## config.mk

```make
export PLATFORM = sky130hd
export DESIGN_NAME = mbox_cmd_engine
export DESIGN_NICKNAME = d
export VERILOG_FILES = /design/src/rtl/mbox_cmd_pkg.sv /design/src/rtl/mbox_req_stage.sv /design/src/rtl/mbox_cmd_decode.sv /design/src/rtl/mbox_us_timer.sv /design/src/rtl/mbox_cmd_engine.sv
export SDC_FILE = /design/constraint.sdc
export NUM_CORES = 1
export LEC_CHECK = 0
export ABC_AREA = 1
export BUFFER_PORTS_ARGS = -buffer_cell sky130_fd_sc_hd__buf_2
export CORE_ASPECT_RATIO = 1.5
export CORE_MARGIN = 2
export CORE_UTILIZATION = 49
export CTS_CLUSTER_DIAMETER = 50
export CTS_CLUSTER_SIZE = 24
export DETAILED_ROUTE_END_ITERATION = 10
export HOLD_SLACK_MARGIN = 0.08
export PLACE_DENSITY_LB_ADDON = 0.1
export REMOVE_ABC_BUFFERS = 1
export SETUP_SLACK_MARGIN = 0.2
export SLEW_MARGIN = 20
export SYNTH_ARGS = -nofsm -noshare
export SYNTH_HDL_FRONTEND = slang
export SYNTH_SLANG_ARGS = --single-unit
```

## constraint.sdc

```tcl
create_clock -name clk -period 2.4 [get_ports clk]
set_input_delay 0.24 -clock clk [delete_from_list [all_inputs] [get_ports clk]]
set_output_delay 0.24 -clock clk [all_outputs]
set_load 0.03 [all_outputs]
```

## src/rtl/mbox_cmd_pkg.sv

```systemverilog
package mbox_cmd_pkg;
   // field positions inside request word 0
   localparam int CMD_LSB = 0;
   localparam int SEQ_LSB = 16;
   localparam int FLG_LSB = 32;
   localparam int HDR_W   = 48;

   // flag bits inside the flag field
   localparam int FLG_START = 0;
   localparam int FLG_STOP  = 1;
   localparam int FLG_ACK   = 9;

   // timer control command: class 0xD4, operation 0x01
   localparam logic [7:0] CLS_TIMER = 8'hD4;
   localparam logic [7:0] OP_TIMER  = 8'h01;

   // doorbell bits, numbered from the most significant end
   localparam int MSB_MSG_READ  = 1;
   localparam int MSB_TIMER_EXP = 14;

   typedef struct packed {
      logic [15:0] flags;
      logic [15:0] seq;
      logic [7:0]  cls;
      logic [7:0]  op;
   } req_hdr_t;

   function automatic req_hdr_t split_hdr(input logic [HDR_W-1:0] w);
      req_hdr_t h;
      h.op    = w[CMD_LSB +: 8];
      h.cls   = w[CMD_LSB+8 +: 8];
      h.seq   = w[SEQ_LSB +: 16];
      h.flags = w[FLG_LSB +: 16];
      return h;
   endfunction
endpackage

```

## src/rtl/mbox_req_stage.sv

```systemverilog
module mbox_req_stage #(
   parameter int WORD_W = 64
) (
   input  logic              clk,
   input  logic              rst_n,
   input  logic              trig_i,
   input  logic [WORD_W-1:0] w0_i,
   input  logic [WORD_W-1:0] w1_i,
   output logic              vld_o,
   output logic [WORD_W-1:0] w0_o,
   output logic [WORD_W-1:0] w1_o
);
   // single holding stage that drains every cycle, so back-to-back
   // triggers are executed in order without loss
   always_ff @(posedge clk) begin
      if (!rst_n) begin
         vld_o <= 1'b0;
         w0_o  <= '0;
         w1_o  <= '0;
      end else begin
         vld_o <= trig_i;
         if (trig_i) begin
            w0_o <= w0_i;
            w1_o <= w1_i;
         end
      end
   end
endmodule

```

## src/rtl/mbox_cmd_decode.sv

```systemverilog
module mbox_cmd_decode
   import mbox_cmd_pkg::*;
#(
   parameter int WORD_W  = 64,
   parameter int TIMER_W = 32
) (
   input  logic               vld_i,
   input  logic [WORD_W-1:0]  w0_i,
   input  logic [WORD_W-1:0]  w1_i,
   output logic               ack_o,
   output logic               start_o,
   output logic               stop_o,
   output logic [TIMER_W-1:0] dur_o
);
   req_hdr_t hdr;
   logic     is_timer;
   logic     unused_bits;

   assign hdr      = split_hdr(w0_i[HDR_W-1:0]);
   assign is_timer = (hdr.cls == CLS_TIMER) && (hdr.op == OP_TIMER);

   always_comb begin
      ack_o   = vld_i && hdr.flags[FLG_ACK];
      start_o = vld_i && is_timer && hdr.flags[FLG_START];
      stop_o  = vld_i && is_timer && hdr.flags[FLG_STOP];
   end

   generate
      if (WORD_W > HDR_W) begin : g_w0_top
         assign unused_bits = ^{hdr.seq, w0_i[WORD_W-1:HDR_W], w1_i};
      end else begin : g_w0_exact
         assign unused_bits = ^{hdr.seq, w1_i};
      end

      if (TIMER_W >= WORD_W) begin : g_dur_ext
         assign dur_o = TIMER_W'(w1_i);
      end else begin : g_dur_cut
         assign dur_o = w1_i[TIMER_W-1:0];
      end
   endgenerate
endmodule

```

## src/rtl/mbox_us_timer.sv

```systemverilog
module mbox_us_timer #(
   parameter int TIMER_W = 32
) (
   input  logic               clk,
   input  logic               rst_n,
   input  logic               start_i,
   input  logic               stop_i,
   input  logic [TIMER_W-1:0] dur_i,
   input  logic               tick_i,
   output logic               expire_o
);
   localparam logic [TIMER_W-1:0] ONE = TIMER_W'(1);

   logic               run_q;
   logic [TIMER_W-1:0] cnt_q;

   always_ff @(posedge clk) begin
      if (!rst_n) begin
         run_q    <= 1'b0;
         cnt_q    <= '0;
         expire_o <= 1'b0;
      end else begin
         expire_o <= 1'b0;
         if (start_i || stop_i) begin
            // start first, stop second: both together leave it idle
            if (start_i) begin
               run_q <= 1'b1;
               cnt_q <= dur_i;
            end
            if (stop_i) begin
               run_q <= 1'b0;
            end
         end else if (run_q && tick_i) begin
            if (cnt_q <= ONE) begin
               run_q    <= 1'b0;
               expire_o <= 1'b1;
            end else begin
               cnt_q <= cnt_q - ONE;
            end
         end
      end
   end
endmodule

```

## src/rtl/mbox_cmd_engine.sv

```systemverilog
module mbox_cmd_engine
   import mbox_cmd_pkg::*;
#(
   parameter int WORD_W  = 64,
   parameter int TIMER_W = 32,
   parameter int DBELL_W = 64
) (
   input  logic               clk,
   input  logic               rst_n,
   input  logic               req_valid_i,
   input  logic [WORD_W-1:0]  req_word0_i,
   input  logic [WORD_W-1:0]  req_word1_i,
   input  logic               us_tick_i,
   output logic [DBELL_W-1:0] dbell_set_o
);
   localparam int ACK_POS = DBELL_W - 1 - MSB_MSG_READ;
   localparam int EXP_POS = DBELL_W - 1 - MSB_TIMER_EXP;

   generate
      if (WORD_W < HDR_W) begin : g_bad_word
         $error("WORD_W must hold the 48-bit request header");
      end
      if (DBELL_W <= MSB_TIMER_EXP) begin : g_bad_dbell
         $error("DBELL_W too narrow for the doorbell bits");
      end
      if (TIMER_W < 1) begin : g_bad_timer
         $error("TIMER_W must be positive");
      end
   endgenerate

   logic               stg_vld;
   logic [WORD_W-1:0]  stg_w0;
   logic [WORD_W-1:0]  stg_w1;
   logic               exec_ack;
   logic               exec_start;
   logic               exec_stop;
   logic [TIMER_W-1:0] exec_dur;
   logic               ack_q;
   logic               expire;

   mbox_req_stage #(.WORD_W(WORD_W)) u_stage (
      .clk   (clk),
      .rst_n (rst_n),
      .trig_i(req_valid_i),
      .w0_i  (req_word0_i),
      .w1_i  (req_word1_i),
      .vld_o (stg_vld),
      .w0_o  (stg_w0),
      .w1_o  (stg_w1)
   );

   mbox_cmd_decode #(.WORD_W(WORD_W), .TIMER_W(TIMER_W)) u_dec (
      .vld_i  (stg_vld),
      .w0_i   (stg_w0),
      .w1_i   (stg_w1),
      .ack_o  (exec_ack),
      .start_o(exec_start),
      .stop_o (exec_stop),
      .dur_o  (exec_dur)
   );

   mbox_us_timer #(.TIMER_W(TIMER_W)) u_tmr (
      .clk     (clk),
      .rst_n   (rst_n),
      .start_i (exec_start),
      .stop_i  (exec_stop),
      .dur_i   (exec_dur),
      .tick_i  (us_tick_i),
      .expire_o(expire)
   );

   always_ff @(posedge clk) begin
      if (!rst_n) ack_q <= 1'b0;
      else        ack_q <= exec_ack;
   end

   always_comb begin
      dbell_set_o          = '0;
      dbell_set_o[ACK_POS] = ack_q;
      dbell_set_o[EXP_POS] = expire;
   end
endmodule

```

==> results.md <==
- Area leader, netlist: dfxtp_1
- Syn Inst Count: approximately 760
- Fill count: between 1k and 1.5k
- Post-Synth XOR/XNOR Area: 0.03174
- Mapped cell area: ~5000 um^2
- Max Cap Viol: 0
- N_diodes: 0
- Starting DRT DRC Count: 169
- Antenna Nets Post-Route: 0
- Worst-path maximum fanout: 18
- I/O Buffers: 56
- Worst setup startpoint: u_tmr.cnt_q[1]
- Synth warn: 0
- Die area: around 11000 um^2
- Vias in the first global route: about 4.1k
- CTS clk-pin slew, worst paths: 0.06 ns
- Wire length of the first global-routing pass: roughly 19000 um
- EDFF count, synth: 0
- 1st-pass router iterations: 4
- Number of clock sinks: between 80 and 90
- Synth Register Bits: 87
- Total chip power: 3.267 mW
- Routed wl met2: 5596 um
- Setup TNS: 0 ns
- Post-synth top flop: dfxtp_1
- Clock Skews: roughly 0.0068 ns
- Outcome: complete, no violations
- Synth cell types: 29
- HP Start: req_word0_i[41]
- Later-pin clock latency in the skew report: 0.34 ns
- Met1 Wirelength: 5101 um
- Final hold vios: 0
- Syn-to-layout area delta: 7.960%
- Congestion Overflow GR: 0
- Cts hold-fix bufs: 0
- Final Util: 0.5351
- Post-synthesis adder-cell area fraction: 0.005038
- Share of synthesized registers carrying an async set or reset: 0
- HP Class: in -> reg
- Detailed Place HPWL: a little over 8000 um
- Via count: 4502
- Avg Cell Area, Syn: 6.553 um^2
- Count leader, synth: nor2_1
- WP data arrival: 2.29 ns
- Crit share post-route: 0.8482
- Metal3 WL: between 300 and 400 um
- Commonest cells in the netlist: nor2_1, nand2_1, dfxtp_1
- Antenna violations before repair: 0
- DR vias/cell: between 4 and 5
- Flop2flop setup slack: 0.36 ns
- # setup viols final: 0
- Reg2reg start: u_tmr.cnt_q[1]
- Die extent in y: 127.3 um
- Final slew viol count: 0
- WS Path Type: reg -> reg
- Largest net degree at the start of global routing: 70
- DRC viols: 0
- RePlAce Congestion: ~0.87
- CTS tree: built
- Fin crit period: ~2.0 ns
- Fmax: 0.4913 GHz
- Share of cells above drive strength 1: 0.1233
- Main combinational cell family by area after synthesis: simple AND/OR/NAND/NOR gates
- RSZ-0062 raised after global routing: no
- Wire per inst: 12.49 um
- Clock Path Buffers: 2
- Die W: between 80 and 90 um
- Power Density: 609.3 nW/um^2
- Crit end category: flip-flop
- Core Box Area: 10020 um^2
- TritonCTS buffer count: 9
- CP startpoint kind: flip-flop
- Compound-cell area share of the yosys netlist: 0.1406
- Peak VDD IR: 338.9 uV
- Final net count: just over 900
- Leakage power: 2.733 nW
- Share of the synthesized area in the top cell type: 0.3506
- Tot GR Track Use: 0.2178
- Critical path required time: ~2.7 ns
- Initial Utilization: 0.4956
- Largest cells by area after synthesis: dfxtp_1, nor2_1, nand2_1, buf_4, o21ai_0
- Sequential share of the synthesized area: 0.3506
- Simple-gate area share of the yosys netlist: 0.3086
- Highest metal used: met4
- H-tree level count: 3
- Tightest Pin Transition: 0.7912 ns
- Mux cell area share after synthesis: 0
- Root Buffer: clkbuf_16
- Row Count: 45
- Slew headroom: 0.4669
- IO Pins: between 150 and 200
- DRT Wirelength: 11500 um
## timing repair
action                     CTS  global route
setup buffers                0             0
setup endpoints to repair    0            32
resized for setup            0             3
## flip-flops by register name, summed over array words and instances (netlist names)
register and flops:
u_tmr.cnt_q 32, u_stage.vld_o 1, u_stage.w0_o 19, ack_q 1
u_tmr.expire_o 1, u_stage.w1_o 32, u_tmr.run_q 1
## worst paths after layout
kind	to	cells after the start
min	u_stage.w0_o[41]	3
max reg2reg	u_tmr.cnt_q[9]	11
min reg2reg	ack_q	2
max	u_tmr.cnt_q[9]	11
## placed cells by master, fill, tap and decap left out, drive strengths merged, types with 2 or more instances in the layout
master | synthesis | layout
nor2 | 192 | 192
nand2 | 163 | 163
dfxtp | 87 | 87
o21ai | 84 | 84
buf | 73 | 64
conb | 1 | 62
inv | 39 | 41
a21oi | 33 | 33
nand3 | 21 | 21
xor2 | 9 | 9
xnor2 | 9 | 9
o2111ai | 9 | 9
clkbuf | 23 | 9
nand4 | 5 | 5
clkinv | 2 | 4
or2 | 3 | 3
clkinvlp | 0 | 2
o211ai | 2 | 2
ha | 2 | 2
## critical path, cell delays in order (launching register included)
cell	delay, ns
dfxtp_1	0.33
inv_1	0.10
ha_2	0.24
nand2_2	0.11
nor2_4	0.19
nor2_1	0.10
nor2_4	0.17
nand2_2	0.08
nand2_4	0.19
buf_6	0.23
nand2_1	0.07
a21oi_1	0.14
## where the power goes
group,internal (mW),switching [mW]
sequential,1.50,0.0352
clock,0.808,0.604
combinational,0.0761,0.239
total,2.39,0.878
## cells by family (layout without fill, tap and decap cells)
logic type	count (synthesis)	after routing
buffers and inverters	137	121
AOI/OAI and AO/OA	128	128
xor gates and xnor gates	18	18
DFF	87	87
and+or+nand+nor	385	385
adders and majority gates	2	2
other	1	62
## cell type report
class | count | area, um^2 | share of cell area
Multi-Input combinational cell | 595 | 2649 | 0.4939
Sequential cell | 87 | 1742 | 0.3248
Timing Repair Buffer | 64 | 369.1 | 0.06883
Clock buffer | 9 | 225.2 | 0.04200
Inverter | 41 | 158.9 | 0.02963
Tap cell | 117 | 146.4 | 0.02730
Clock inverter | 7 | 72.57 | 0.01353
## metrics by stage
step | setup slack [ns] | hold slack, ns | instances | area [um^2]
global placement | 0.3309 | 0.4203 | 904 | 5056
global route | 0.2003 | 0.1229 | 920 | 5363
finish | 0.3644 | 0.1027 | 920 | 5363
CTS | 0.2418 | 0.09852 | 920 | 5354
detailed placement | 0.2802 | 0.4288 | 904 | 5056
floorplan | 0.3637 | 0.3519 | 723 | 4544
## metal layers
metal	global-route usage	vias to the layer above
met5	0	-
met4	0.1222	0
met3	0.02584	23
met2	0.3785	111
met1	0.2558	2005
li1	-	2363
(Power assumes the default switching activity.)
